$ cat config.mk
export PLATFORM = sky130hd
export DESIGN_NAME = gins_top
export DESIGN_NICKNAME = d
export VERILOG_FILES = /design/src/rtl/gins_pkg.sv /design/src/rtl/gins_control.sv /design/src/rtl/gins_datapath.sv /design/src/rtl/gins_top.sv
export SDC_FILE = /design/constraint.sdc
export NUM_CORES = 1
export LEC_CHECK = 0
export CAP_MARGIN = 20
export CORE_AREA = 2 2 44 54
export DETAILED_ROUTE_END_ITERATION = 8
export DIE_AREA = 0 0 46 56
export GPL_ROUTABILITY_DRIVEN = 0
export HOLD_SLACK_MARGIN = 0.03
export MAX_ROUTING_LAYER = met4
export PLACE_DENSITY = 0.81
export SYNTH_ARGS = -nofsm -noshare
export SYNTH_HDL_FRONTEND = slang
export SYNTH_HIERARCHICAL = 1
export SYNTH_SLANG_ARGS = --single-unit
$ cat constraint.sdc
create_clock -name srcClk -period 4.5 [get_ports srcClk]
set_input_delay 0.675 -clock srcClk [delete_from_list [all_inputs] [get_ports srcClk]]
set_output_delay 0.675 -clock srcClk [all_outputs]
set_load 0.03 [all_outputs]
$ cat src/rtl/gins_pkg.sv
package gins_pkg;

  typedef enum logic [1:0] {
    TRIG_MANUAL  = 2'b00,
    TRIG_CAPTURE = 2'b01,
    TRIG_FREE    = 2'b10,
    TRIG_ONESHOT = 2'b11
  } trigMode_e;

  typedef enum logic [2:0] {
    MIX_XOR   = 3'b000,
    MIX_OR    = 3'b001,
    MIX_PULSE = 3'b010,
    MIX_CLOCK = 3'b011,
    MIX_LEVEL = 3'b100
  } mixType_e;

  typedef struct packed {
    logic glitchOn;
  } ctlStrobes_t;

endpackage

$ cat src/rtl/gins_control.sv
module gins_control
  import gins_pkg::*;
#(
  parameter int CNT_W = 10
) (
  input  logic             clk,
  input  logic             rstN,
  input  logic             capTrig,
  input  logic             manualStrobe,
  input  logic [1:0]       trigMode,
  input  logic [CNT_W-1:0] repeatCount,
  output ctlStrobes_t      strobes
);

  trigMode_e        mode;
  logic             capPrev;
  logic             strobePrev;
  logic             armed;
  logic             active;
  logic [CNT_W-1:0] count;
  logic             capRise;
  logic             strobeRise;
  logic             startBurst;
  logic             oneShotFire;
  logic             freeRun;

  assign mode       = trigMode_e'(trigMode);
  assign capRise    = capTrig & ~capPrev;
  assign strobeRise = manualStrobe & ~strobePrev;
  assign oneShotFire = (mode == TRIG_ONESHOT) & capRise & armed & manualStrobe;
  assign freeRun    = (mode == TRIG_FREE);

  always_comb begin
    unique case (mode)
      TRIG_MANUAL:  startBurst = strobeRise;
      TRIG_CAPTURE: startBurst = capRise;
      TRIG_ONESHOT: startBurst = oneShotFire;
      default:      startBurst = 1'b0;
    endcase
  end

  always_ff @(posedge clk or negedge rstN) begin
    if (!rstN) begin
      capPrev    <= 1'b0;
      strobePrev <= 1'b0;
    end else begin
      capPrev    <= capTrig;
      strobePrev <= manualStrobe;
    end
  end

  // single-shot arming: set by a strobe rise, spent by one burst or a low strobe
  always_ff @(posedge clk or negedge rstN) begin
    if (!rstN) begin
      armed <= 1'b0;
    end else if (strobeRise) begin
      armed <= 1'b1;
    end else if (!manualStrobe || oneShotFire) begin
      armed <= 1'b0;
    end
  end

  always_ff @(posedge clk or negedge rstN) begin
    if (!rstN) begin
      active <= 1'b0;
      count  <= '0;
    end else if (startBurst) begin
      active <= 1'b1;
      count  <= '0;
    end else if (freeRun) begin
      active <= 1'b1;
    end else if (active) begin
      if (count >= repeatCount) begin
        active <= 1'b0;
      end else begin
        count <= count + 1'b1;
      end
    end
  end

  assign strobes.glitchOn = active;

endmodule

$ cat src/rtl/gins_datapath.sv
module gins_datapath
  import gins_pkg::*;
(
  input  logic        srcClk,
  input  logic        glitchPulse,
  input  logic [2:0]  glitchType,
  input  ctlStrobes_t strobes,
  output logic        glitchClk
);

  mixType_e mix;
  logic     gatedPulse;

  assign mix        = mixType_e'(glitchType);
  assign gatedPulse = glitchPulse & strobes.glitchOn;

  always_comb begin
    case (mix)
      MIX_XOR:   glitchClk = srcClk ^ gatedPulse;
      MIX_OR:    glitchClk = srcClk | gatedPulse;
      MIX_PULSE: glitchClk = strobes.glitchOn ? glitchPulse : srcClk;
      MIX_LEVEL: glitchClk = strobes.glitchOn;
      default:   glitchClk = srcClk;
    endcase
  end

endmodule

$ cat src/rtl/gins_top.sv
module gins_top
  import gins_pkg::*;
#(
  parameter int CNT_W = 10
) (
  input  logic             srcClk,
  input  logic             rstN,
  input  logic             capTrig,
  input  logic             glitchPulse,
  input  logic [1:0]       trigMode,
  input  logic [2:0]       glitchType,
  input  logic             manualStrobe,
  input  logic [CNT_W-1:0] repeatCount,
  output logic             glitchClk,
  output logic             busy
);

  ctlStrobes_t strobes;

  gins_control #(.CNT_W(CNT_W)) ctl_i (
    .clk          (srcClk),
    .rstN         (rstN),
    .capTrig      (capTrig),
    .manualStrobe (manualStrobe),
    .trigMode     (trigMode),
    .repeatCount  (repeatCount),
    .strobes      (strobes)
  );

  gins_datapath dp_i (
    .srcClk      (srcClk),
    .glitchPulse (glitchPulse),
    .glitchType  (glitchType),
    .strobes     (strobes),
    .glitchClk   (glitchClk)
  );

  assign busy = strobes.glitchOn;

endmodule

After elaboration in Yosys (flattened, before gate mapping)
Cells that the tools add are included.
{"block": "totals", "register_bits": 14, "elab_cells": 45}
{"block": "classes", "add_sub_neg": 1, "n_reduce_logical": 7, "bitwise_logic": 10, "order_cmp": 1, "n_mux": 13, "n_eq_ne": 8}
{"op": "$mux 10", "count": 4}
{"op": "$add 10x1->10 const B", "count": 1}
{"op": "$ge 10x10->1", "count": 1}
{"op": "$mux 1", "count": 7}
{"op": "$and 1x1->1", "count": 6}
{"op": "$eq 2x2->1 const B", "count": 2}
{"op": "$ne 2x1->1 const B", "count": 2}
{"op": "$pmux 1 s4", "count": 1}
{"op": "$reduce_bool 2->1", "count": 2}
{"op": "$eq 3x1->1 const B", "count": 1}
{"op": "$eq 3x2->1 const B", "count": 1}
{"op": "$eq 3x3->1 const B", "count": 1}
{"op": "$logic_not 3->1", "count": 1}
{"op": "$pmux 1 s3", "count": 1}
{"op": "$reduce_and 3->1", "count": 1}
{"op": "$eq 2x1->1 const B", "count": 1}
{"op": "$logic_not 2->1", "count": 1}
{"op": "$not 1->1", "count": 2}
{"op": "$logic_not 1->1", "count": 1}
{"op": "$logic_or 1x1->1", "count": 1}
{"op": "$or 1x1->1", "count": 1}
{"op": "$xor 1x1->1", "count": 1}

Depth between registers and ports, before layout
Gate-level depths: netlist of the first run.
{"block": "logic_depth", "word_depth": 8, "depth_mapped": 9, "depth_no_buf": 8}

Hierarchy
The synthesis of the first run kept the hierarchy.
{"mod": "gins_control", "cells_each": 115, "seq_area_each_um2": 350.3, "area_each_um2": 998.5, "instances": 1}
{"mod": "gins_datapath", "cells_each": 12, "seq_area_each_um2": 0.0, "area_each_um2": 78.8, "instances": 1}

==> key figures, run 1 <==
Clock tree
  • CTS tree: yes
  • Skew-Pair Late Insertion Delay: 0.40 ns
  • Clock Pin Slew Worst Setup and Hold Paths: 0.09 ns

Setup path
  • Arrival time worst endpoint: 3.57 ns
  • Crit path cell chain: clkbuf_4 > clkbuf_4 > clkbuf_4 > inv_1 > ha_1 > nor2_1 > a21oi_1 > a211o_1 > clkbuf_2
  • CP max stage cell: a211o_1
  • CP dominant cell by count: clkbuf_4
  • CP Class: clk2out
  • Setup crit end kind: primary output
  • Crit path largest cell delay: roughly 0.29 ns
  • CP required: between 3 and 4 ns
  • Startpoint types: clock port
  • CP max FO: 8
  • Worst path buffer plus inverter count: 5
  • Top Family by Delay on Critical Path: buffers and inverters

Power
  • VDD IR max: ~0.22 mV
  • Pwr per Cell Area: 362 mW/mm2
  • Leak: 0.688 nW

Yosys
  • Register area share after synthesis: about a third
  • Mapped Area: 0.00108 mm2
  • Syn Inst Count: 127
  • Post-synth cell types: 34
  • Synth Warn #: 6
  • Mapped Nets: around 160
  • Register bit count reported by yosys: 14
  • Area share of the leading cell type in the synthesized netlist: 32.5%
  • Avg Cell Area, Syn: 8.48 um2
  • Top cell type by total area after synthesis: dfrtp_1
  • Synth area leaders: dfrtp_1, ha_1, inv_1

Global route
  • Initial antenna violation count: 0
  • Global route overflow: 0
  • First-pass GRT wire length: 4390 um
  • Number of global-route vias before repair: ~1100
  • Largest net degree at the start of global routing: 15
  • Tot GR Track Use: between 20% and 30%

Floorplan
  • Num ports: 22
  • Die extent in x: 46 um
  • Floorplan core area: 0.00203 mm2
  • Site row count: 18
  • Initial core utilization: 53.1%
  • Die height: 56 um
  • Die footprint: between 0.002 and 0.003 mm2

Finish
  • NumNets Final: ~190
  • Fill cell count: about 170
  • Core Util, Final: 66.3%
  • Diodes inserted: 0
  • Layout cell share with drive strength beyond 1: between 6 and 7%
  • Area Overhead vs Synth: 24.7%

Routing
  • DRT Wirelength: 2620 um
  • DRC violations left: 0
  • DRT Pass-1 Iters: 4
  • Post-DR vias/cell: between 6 and 7
  • Total number of vias: about 1100
  • Routed WL per cell: 15.2 um
  • Starting DRT DRC Count: 50
  • Antenna-violating nets left: 0

Timing
  • # setup viols final: 0
  • Worst Tran Pin Value: between 0.8 and 0.9 ns
  • RSZ-0062 raised after global routing: false
  • Clock skew: roughly 0.0028 ns
  • Hold Vio Cnt, Final: 0
  • Worst slew margin: roughly 44%
  • Fin. max-slew vios: 0
  • Setup TNS: 0 ns

Worst hold path
  • Hold WC Path Type: reg2reg

Place
  • Post-detail-place hpwl: between 1500 and 2000 um
  • Port buffer count: 21

Run
  • Maximum Capacitance Violations: 0

Run status
  • Status: finished, final reports clean
worst paths after layout:
kind	startpoint	to	slack [ns]	depth (start not counted)
max	srcClk	glitchClk	0.26	9
min	ctl_i/strobePrev	ctl_i/armed	0.47	1
min in group asynchronous	rstN	ctl_i/strobePrev	0.66	1
max in group asynchronous	rstN	ctl_i/count[7]	3.43	1
max reg2reg	ctl_i/count[7]	ctl_i/count[7]	2.15	7
min reg2reg	ctl_i/strobePrev	ctl_i/armed	0.47	1
cells in the final DEF (no fill, tap or decap), types with 2 or more instances in the layout:
cell	instances
a211o_1	4
a21oi_1	5
dfrtp_1	14
nand2_1	14
nor3_1	3
o21ai_0	2
ha_1	12
nor2_1	12
nand2b_1	2
nand3_1	5
clkbuf_4	6
nor4_1	3
o311ai_1	2
a32oi_1	3
a21o_1	4
nand4_1	4
clkdlybuf4s50_1	20
o211ai_1	4
inv_1	17
layer usage:
metal  global-route usage [%]  share of wire [%]  vias to the layer above
li1                         -                  -                      525
met1                     27.2                 40                      509
met2                     35.5                 50                       55
met3                     9.09                6.5                       12
met4                     13.5                3.1                        0
met5                        -                  0                        -
cells in the mapped netlist:
master	n
a211o_1	4
a21boi_0	1
a21o_1	4
a21oi_1	5
a21oi_2	1
a32o_1	1
a32oi_1	3
and4_1	1
buf_2	1
clkbuf_1	2
dfrtp_1	14
ha_1	12
inv_1	16
nand2_1	14
nand2b_1	2
nand3_1	5
nand3b_1	1
nand4_1	4
nand4b_1	1
nor2_1	12
nor3_1	3
nor3b_1	1
nor4_1	3
nor4b_1	1
o2111ai_2	1
o211a_1	1
o211ai_1	4
o211ai_2	1
o21ai_0	2
o21ba_1	1
o21bai_1	1
o22ai_1	1
o311ai_1	2
or4_1	1
power breakdown:
part / switching, mW / internal (mW) / leakage [nW] / total, mW
Combinational: 0.0676 / 0.0661 / 0.443 / 0.134
Sequential: 0.0369 / 0.149 / 0.177 / 0.186
Clock: 0.0809 / 0.0851 / 0.0683 / 0.166
stage by stage:
stage | cell area (um2) | worst slack [ns] | power [mW] | hold slack [ns] | cells
2_1_floorplan | 1080 | 0.839 | 0.311 | 0.379 | 127
3_3_place_gp | 1300 | 0.379 | 0.362 | 0.453 | 165
3_5_place_dp | 1300 | 0.377 | 0.372 | 0.463 | 165
4_1_cts | 1350 | 0.102 | 0.487 | 0.476 | 172
5_1_grt | 1340 | 0.129 | 0.529 | 0.509 | 172
6_report | 1340 | 0.259 | 0.486 | 0.468 | 172
kinds of logic after synthesis:
| kind of cell | after synthesis | share of synthesized area (%) |
|---|---|---|
| AND/OR/NAND/NOR | 49 | 22.5 |
| buffers and inverters | 19 | 6.74 |
| flip-flops | 14 | 32.5 |
| adder cells (fa/ha/maj) | 12 | 13.9 |
| AO/OA/AOI/OAI | 33 | 24.3 |
cell type report:
cell class / count / area (um2) / area share [%]
inverter: 15 / 56.3 / 4.19
timing repair buffer: 20 / 200 / 14.9
multi-input combinational: 94 / 654 / 48.7
clock inverter: 2 / 7.51 / 0.559
tap: 20 / 25.0 / 1.86
sequential: 14 / 350 / 26.1
clock buffer: 7 / 50.0 / 3.72
repair_timing:
action                     4_1_cts  5_1_grt
gates resized for setup          1        2
setup endpoints to repair        1        1
buffers inserted                 0        0
hold buffers                     0        0
registers in the layout, indices dropped and copies added (netlist names):
register,flops
ctl_i/count,10
ctl_i/armed,1
ctl_i/strobes,1
ctl_i/capPrev,1
ctl_i/strobePrev,1
Note: power is estimated with default switching activity, not from simulation.
==> run 2: changes to the inputs <==
==> constraint.sdc (replaced) <==
create_clock -name srcClk -period 5.1 [get_ports srcClk]
set_input_delay 0.765 -clock srcClk [delete_from_list [all_inputs] [get_ports srcClk]]
set_output_delay 0.765 -clock srcClk [all_outputs]
set_load 0.1 [all_outputs]
==> run 2 against run 1 <==
Effect of this change: global-route usage fell by 0.94 points; core utilization is the same; combinational power decreased by 10%; non-clock buffer count did not move; largest cell class unchanged.
==> key figures, run 2 (synthesis results as in run 1) <==
Run status
  • Status: finished, final reports clean

Floorplan
  • Die height: 56 um (unchanged)
  • Initial core utilization: 53.1% (unchanged)
  • Site row count: 18 (unchanged)
  • Floorplan core area: 0.00203 mm2 (unchanged)
  • Die extent in x: 46 um (unchanged)
  • Num ports: 22 (unchanged)
  • Die footprint: 0.00258 mm2 (unchanged)

Setup path
  • CP dominant cell by count: clkbuf_4
  • Crit path largest cell delay: 0.37 ns (+0.08 ns)
  • Arrival time worst endpoint: 4.00 ns (+0.43 ns)
  • R2R Path End: ctl_i/count[7]
  • CP Depth: 9 (unchanged)
  • FF-to-FF Start: ctl_i/count[7]
  • Startpoint types: clock port
  • CP required: 4.34 ns (+0.51 ns)
  • Reg2Reg Depth: 7 (unchanged)
  • R2R setup slack: 2.79 ns (+0.64 ns)
  • Worst path buffer plus inverter count: 5 (unchanged)
  • Setup crit end kind: primary output
  • CP Class: clk2out
  • Top Family by Delay on Critical Path: buffers and inverters
  • CP max stage cell: clkbuf_2
  • CP max FO: 8 (unchanged)
  • Crit path cell chain: clkbuf_4 > clkbuf_4 > clkbuf_4 > inv_1 > ha_1 > nor2_1 > a21oi_1 > a211o_1 > clkbuf_2

Global route
  • Number of global-route vias before repair: 1087 (+2.1%)
  • First-pass GRT wire length: 4350 um (-0.80%)
  • Initial antenna violation count: 0 (unchanged)
  • Largest net degree at the start of global routing: 15 (unchanged)
  • Global route overflow: 0 (unchanged)
  • Tot GR Track Use: 23.2% (-0.94 points)

Routing
  • Total number of vias: 1068 (-3.0%)
  • DRT Pass-1 Iters: 4 (unchanged)
  • DRC violations left: 0 (unchanged)
  • Post-DR vias/cell: 6.21 (-3.0%)
  • Starting DRT DRC Count: 35 (-30%)
  • Antenna-violating nets left: 0 (unchanged)
  • Routed WL per cell: 14.0 um (-7.8%)
  • DRT Wirelength: 2410 um (-7.8%)

Finish
  • Area Overhead vs Synth: 24.7% (unchanged)
  • Number of flip-flops under the largest register name: 10 (unchanged)
  • Commonest non-fill, non-tap cell in the layout: clkdlybuf4s50_1
  • Diodes inserted: 0 (unchanged)
  • Register with the most flip-flops: ctl_i/count
  • Most frequent cells in the layout: clkdlybuf4s50_1, inv_1, nand2_1, dfrtp_1
  • Fill cell count: 171 (unchanged)
  • Layout cell share with drive strength beyond 1: 6.58% (unchanged)
  • Register area: 350 um2 (unchanged)
  • Footprint of the multi-input gates: 654 um2 (unchanged)
  • NumNets Final: 185 (unchanged)

Run
  • Maximum Capacitance Violations: 0 (unchanged)

Clock tree
  • CTS tree: yes
  • Setup bufs post-CTS: 0 (unchanged)
  • # resized after CTS: 1 (unchanged)
  • # hold bufs at CTS: 0 (unchanged)
  • Skew-Pair Late Insertion Delay: 0.40 ns (about the same)
  • Clock Pin Slew Worst Setup and Hold Paths: 0.08 ns (about the same)

Power
  • Pwr per Cell Area: 338 mW/mm2 (-6.5%)
  • Sw Share: 41.2% (+3.0 points)
  • Combinational power share: 26.5% (-1.0 points)
  • Leak: 0.684 nW (-0.60%)
  • Clock power frac: 37.7% (+3.5 points)
  • Sequential power share: 35.8% (-2.5 points)
  • Internal power: 0.267 mW (-11%)
  • VDD IR max: 0.263 mV (+20%)
  • Net switching power figure: 0.187 mW (+0.92%)

Timing
  • Worst Tran Pin Value: 0.965 ns (+0.131 ns)
  • Fin. max-slew vios: 0 (unchanged)
  • Hold slack: 0.465 ns (-0.00296 ns)
  • Hold Vio Cnt, Final: 0 (unchanged)
  • Clock skew: 0.0109 ns (+0.00809 ns)
  • RSZ-0062 raised after global routing: false
  • Worst slew margin: 35.5% (-9.0 points)
  • Setup TNS: 0 ns (unchanged)
  • # setup viols final: 0 (unchanged)

Worst hold path
  • Hold WC Path Type: reg2reg
  • Hold Crit Start: ctl_i/strobePrev
  • Hold Path End: ctl_i/armed
  • Worst hold stages: 1 (unchanged)

Place
  • Port buffer count: 21 (unchanged)
  • Post-detail-place hpwl: 1830 um (-4.9%)
[run 2: changes by cell type in the layout (fill, tap and decap cells not counted)]
cell,change
clkbuf_1,+1
inv_1,-1
[run 2: worst max path at each step]
stage,slack [ns],startpoint,endpoint
5_1_grt,0.26,srcClk,glitchClk
3_5_place_dp,0.21,srcClk,glitchClk
3_3_place_gp,0.21,srcClk,glitchClk
6_report,0.33,srcClk,glitchClk
2_1_floorplan,0.81,srcClk,glitchClk
4_1_cts,0.04,srcClk,glitchClk
[run 2: area by class of cell]
class,count,share of cell area (%)
Clock inverter,1,0.279
Multi-Input combinational cell,94,48.7
Tap cell,20,1.86
Inverter,15,4.19
Sequential cell,14,26.1
Timing Repair Buffer,20,14.9
Clock buffer,8,4.00
[run 2: worst reg2reg max path: cells and delay by family (launching register included)]
kind	cells	cell delay, ns
AOI/OAI and AO/OA	5	0.93
adders and majority gates	1	0.31
DFF	1	0.45
and+or+nand+nor	1	0.54
[run 2: power groups by stage]
stage          combinational, mW  sequential (mW)  clock, mW
2_1_floorplan             0.0800            0.160     0.0612
3_3_place_gp               0.114            0.163     0.0693
3_5_place_dp               0.121            0.165     0.0693
4_1_cts                    0.121            0.162      0.176
5_1_grt                    0.140            0.167      0.182
6_report                   0.120            0.162      0.172
[run 2: through the flow]
stage	total power [mW]	instances	instance area (um2)	utilization [%]	worst slack, ns
3_3_place_gp	0.347	165	1300	64.1	0.214
4_1_cts	0.459	172	1350	66.5	0.0449
2_1_floorplan	0.301	127	1080	-	0.807
5_1_grt	0.489	172	1340	66.3	0.262
3_5_place_dp	0.354	165	1300	64.1	0.211
6_report	0.454	172	1340	66.3	0.333
[run 2: routing by layer]
layer  global-route usage, %  share of wire, %
met3                    6.49               5.4
met4                    12.2               1.7
met5                       -                 0
met1                    27.1                42
met2                    34.9                51
==> run 3: changes to the inputs <==
--- a/config.mk
+++ b/config.mk
@@ -6,13 +6,13 @@
 export NUM_CORES = 1
 export LEC_CHECK = 0
 export CAP_MARGIN = 20
-export CORE_AREA = 2 2 44 54
+export CORE_AREA = 2 2 48 59
 export DETAILED_ROUTE_END_ITERATION = 8
-export DIE_AREA = 0 0 46 56
+export DIE_AREA = 0 0 50 61
 export GPL_ROUTABILITY_DRIVEN = 0
 export HOLD_SLACK_MARGIN = 0.03
 export MAX_ROUTING_LAYER = met4
-export PLACE_DENSITY = 0.81
+export PLACE_DENSITY = 0.72
 export SYNTH_ARGS = -nofsm -noshare
 export SYNTH_HDL_FRONTEND = slang
 export SYNTH_HIERARCHICAL = 1
==> constraint.sdc (replaced) <==
create_clock -name srcClk -period 4 [get_ports srcClk]
set_input_delay 0.6 -clock srcClk [delete_from_list [all_inputs] [get_ports srcClk]]
set_output_delay 0.6 -clock srcClk [all_outputs]
set_load 0.1 [all_outputs]
==> run 3 against run 2 <==
Effect of this change: count of clock-buffer cells in the layout decreased by 2; sequential share of layout area decreased by 0.59 points; routed wire length decreased by 3.3%; core utilization down 11 points; sequential power rose by 27%; clock skew up 0.18 ns; non-clock buffer count increased by 1; hold slack gained 0.064 ns; final cell count up 7.6%; via count shrank 2.2%; final area increased by 2.3%.
==> key figures, run 3 (synthesis results as in run 1) <==
Clock tree
  • Clock Pin Slew Worst Setup and Hold Paths: 0.09 ns (about the same)
  • # hold bufs at CTS: 0 (unchanged)
  • Setup bufs post-CTS: 0 (unchanged)
  • Skew-Pair Late Insertion Delay: 0.46 ns (+0.06 ns)
  • CTS tree: yes

Setup path
  • Startpoint types: clock port
  • Arrival time worst endpoint: 3.22 ns (-0.78 ns)
  • CP dominant cell by count: clkbuf_4
  • Worst path buffer plus inverter count: 4 (-1)
  • CP Class: clk2out
  • CP max FO: 9 (+1)
  • R2R Path End: ctl_i/count[7]
  • FF-to-FF Start: ctl_i/count[3]
  • R2R setup slack: 1.51 ns (-1.28 ns)
  • CP max stage cell: a211o_1
  • Reg2Reg Depth: 7 (unchanged)
  • CP required: 3.40 ns (-0.94 ns)
  • Crit path largest cell delay: 0.33 ns (-0.04 ns)
  • CP Depth: 8 (-1)
  • Crit path cell chain: clkbuf_4 > clkbuf_4 > inv_1 > ha_1 > nor2_1 > a21oi_1 > a211o_1 > buf_12
  • Setup crit end kind: primary output
  • Critical Path Start: srcClk
  • Critical path endpoint: glitchClk
  • Top Family by Delay on Critical Path: buffers and inverters

Timing
  • Setup WS post-layout: 0.183 ns (-0.151 ns)
  • Setup TNS: 0 ns (unchanged)
  • Worst slew margin: 35.8% (+0.32 points)
  • Worst Tran Pin Value: 0.960 ns (-0.00484 ns)
  • Clock skew: 0.189 ns (+0.178 ns)
  • # setup viols final: 0 (unchanged)
  • Hold Vio Cnt, Final: 0 (unchanged)
  • Fin. max-slew vios: 0 (unchanged)
  • RSZ-0062 raised after global routing: false

Finish
  • Core Util, Final: 55.5% (-11 points)
  • Commonest non-fill, non-tap cell in the layout: clkdlybuf4s50_1
  • Number of flip-flops under the largest register name: 10 (unchanged)
  • NumNets Final: 185 (unchanged)
  • Most frequent cells in the layout: clkdlybuf4s50_1, inv_1, nand2_1, dfrtp_1
  • Non-filler cells, final: 185 (+7.6%)
  • Area Overhead vs Synth: 27.6%
  • Register with the most flip-flops: ctl_i/count
  • Layout cell share with drive strength beyond 1: 6.58% (unchanged)
  • Diodes inserted: 0 (unchanged)

Run status
  • Status: finished, final reports clean

Global route
  • Global route overflow: 0 (unchanged)
  • Initial antenna violation count: 0 (unchanged)
  • First-pass GRT wire length: 4220 um (-3.2%)
  • Tot GR Track Use: 19.6% (-3.6 points)
  • Number of global-route vias before repair: 1053 (-3.1%)
  • Largest net degree at the start of global routing: 15 (unchanged)

Power
  • Sw Share: 40.3% (-0.88 points)
  • Clock power frac: 38.0% (+0.3 points)
  • Sequential power share: 35.7% (about the same)
  • Leak: 0.693 nW (+1.3%)
  • VDD IR max: 0.400 mV (+52%)
  • Net switching power figure: 0.233 mW (+24%)
  • Pwr per Cell Area: 420 mW/mm2 (+24%)
  • Internal power: 0.345 mW (+29%)
  • Combinational power share: 26.3% (-0.2 points)

Worst hold path
  • Hold WC Path Type: in2async

Run
  • Maximum Capacitance Violations: 0 (unchanged)

Place
  • Port buffer count: 21 (unchanged)
  • Placed cell count: 179 (+8.5%)
  • Pre-CTS setup slack: -0.175 ns (-0.385 ns)
  • Post-detail-place hpwl: 1810 um (-0.88%)

Floorplan
  • Die extent in x: 50 um (+8.7%)
  • Die footprint: 0.00305 mm2 (+18%)
  • Initial core utilization: 43.5% (-9.7 points)
  • Die height: 61 um (+8.9%)
  • Floorplan core area: 0.00248 mm2 (+22%)
  • Num ports: 22 (unchanged)
  • Site row count: 20 (+2)

Routing
  • DRT Wirelength: 2330 um (-3.3%)
  • Starting DRT DRC Count: 38 (+8.6%)
  • DRC violations left: 0 (unchanged)
  • Total number of vias: 1044 (-2.2%)
  • Post-DR vias/cell: 5.64 (-9.1%)
  • Antenna-violating nets left: 0 (unchanged)
  • DRT Pass-1 Iters: 5 (+1)
  • Routed WL per cell: 12.6 um (-10%)
run 3: cell types whose count changed in the layout (fill, tap and decap cells not counted):
cell	before	now
buf_12	0	1
buf_4	0	1
clkbuf_1	1	0
clkbuf_2	1	0
clkbuf_4	6	5
inv_1	16	17
run 3: through the flow:
step / hold slack (ns) / power (mW) / instance area, um2
floorplan: 0.304 / 0.384 / 1080
global placement: 0.456 / 0.444 / 1320
detailed placement: 0.460 / 0.452 / 1320
CTS: 0.477 / 0.580 / 1370
global route: 0.534 / 0.632 / 1380
finish: 0.530 / 0.578 / 1380
run 3: area by class of cell:
type / count / area (um2)
inverters: 15 / 56.3
fillers: 239 / 1100
clock buffers: 6 / 57.6
repair buffers: 21 / 208
clock inverters: 2 / 7.51
multi-input cells: 94 / 654
well taps: 33 / 41.3
flip-flops and latches: 14 / 350
run 3: worst min-delay path by stage:
stage	from	to	slack, ns
floorplan	rstN	ctl_i/armed	0.30
global placement	ctl_i/strobePrev	ctl_i/armed	0.46
detailed placement	ctl_i/strobePrev	ctl_i/armed	0.46
CTS	ctl_i/strobePrev	ctl_i/armed	0.48
global route	rstN	ctl_i/count[3]	0.53
finish	rstN	ctl_i/count[6]	0.53
run 3: routing by layer:
metal | share of wire [%] | global-route usage, % | up-vias
li1 | - | - | 517
met1 | 41 | 19.2 | 473
met2 | 50 | 32.3 | 46
met3 | 6.8 | 6.40 | 8
met4 | 1.9 | 15.1 | 0
met5 | 0 | - | -
run 3: what timing repair did:
item | CTS | global route
gates resized for setup | 5 | 5
endpoints found under the setup margin | 1 | 1
pin swaps | 0 | 2
run 3: power by group through the flow:
stage / Combinational (mW) / Clock [mW] / Sequential, mW
2_1_floorplan: 0.102 / 0.0781 / 0.204
3_5_place_dp: 0.154 / 0.0884 / 0.210
3_3_place_gp: 0.148 / 0.0884 / 0.208
6_report: 0.152 / 0.220 / 0.206
4_1_cts: 0.154 / 0.218 / 0.207
5_1_grt: 0.175 / 0.245 / 0.213
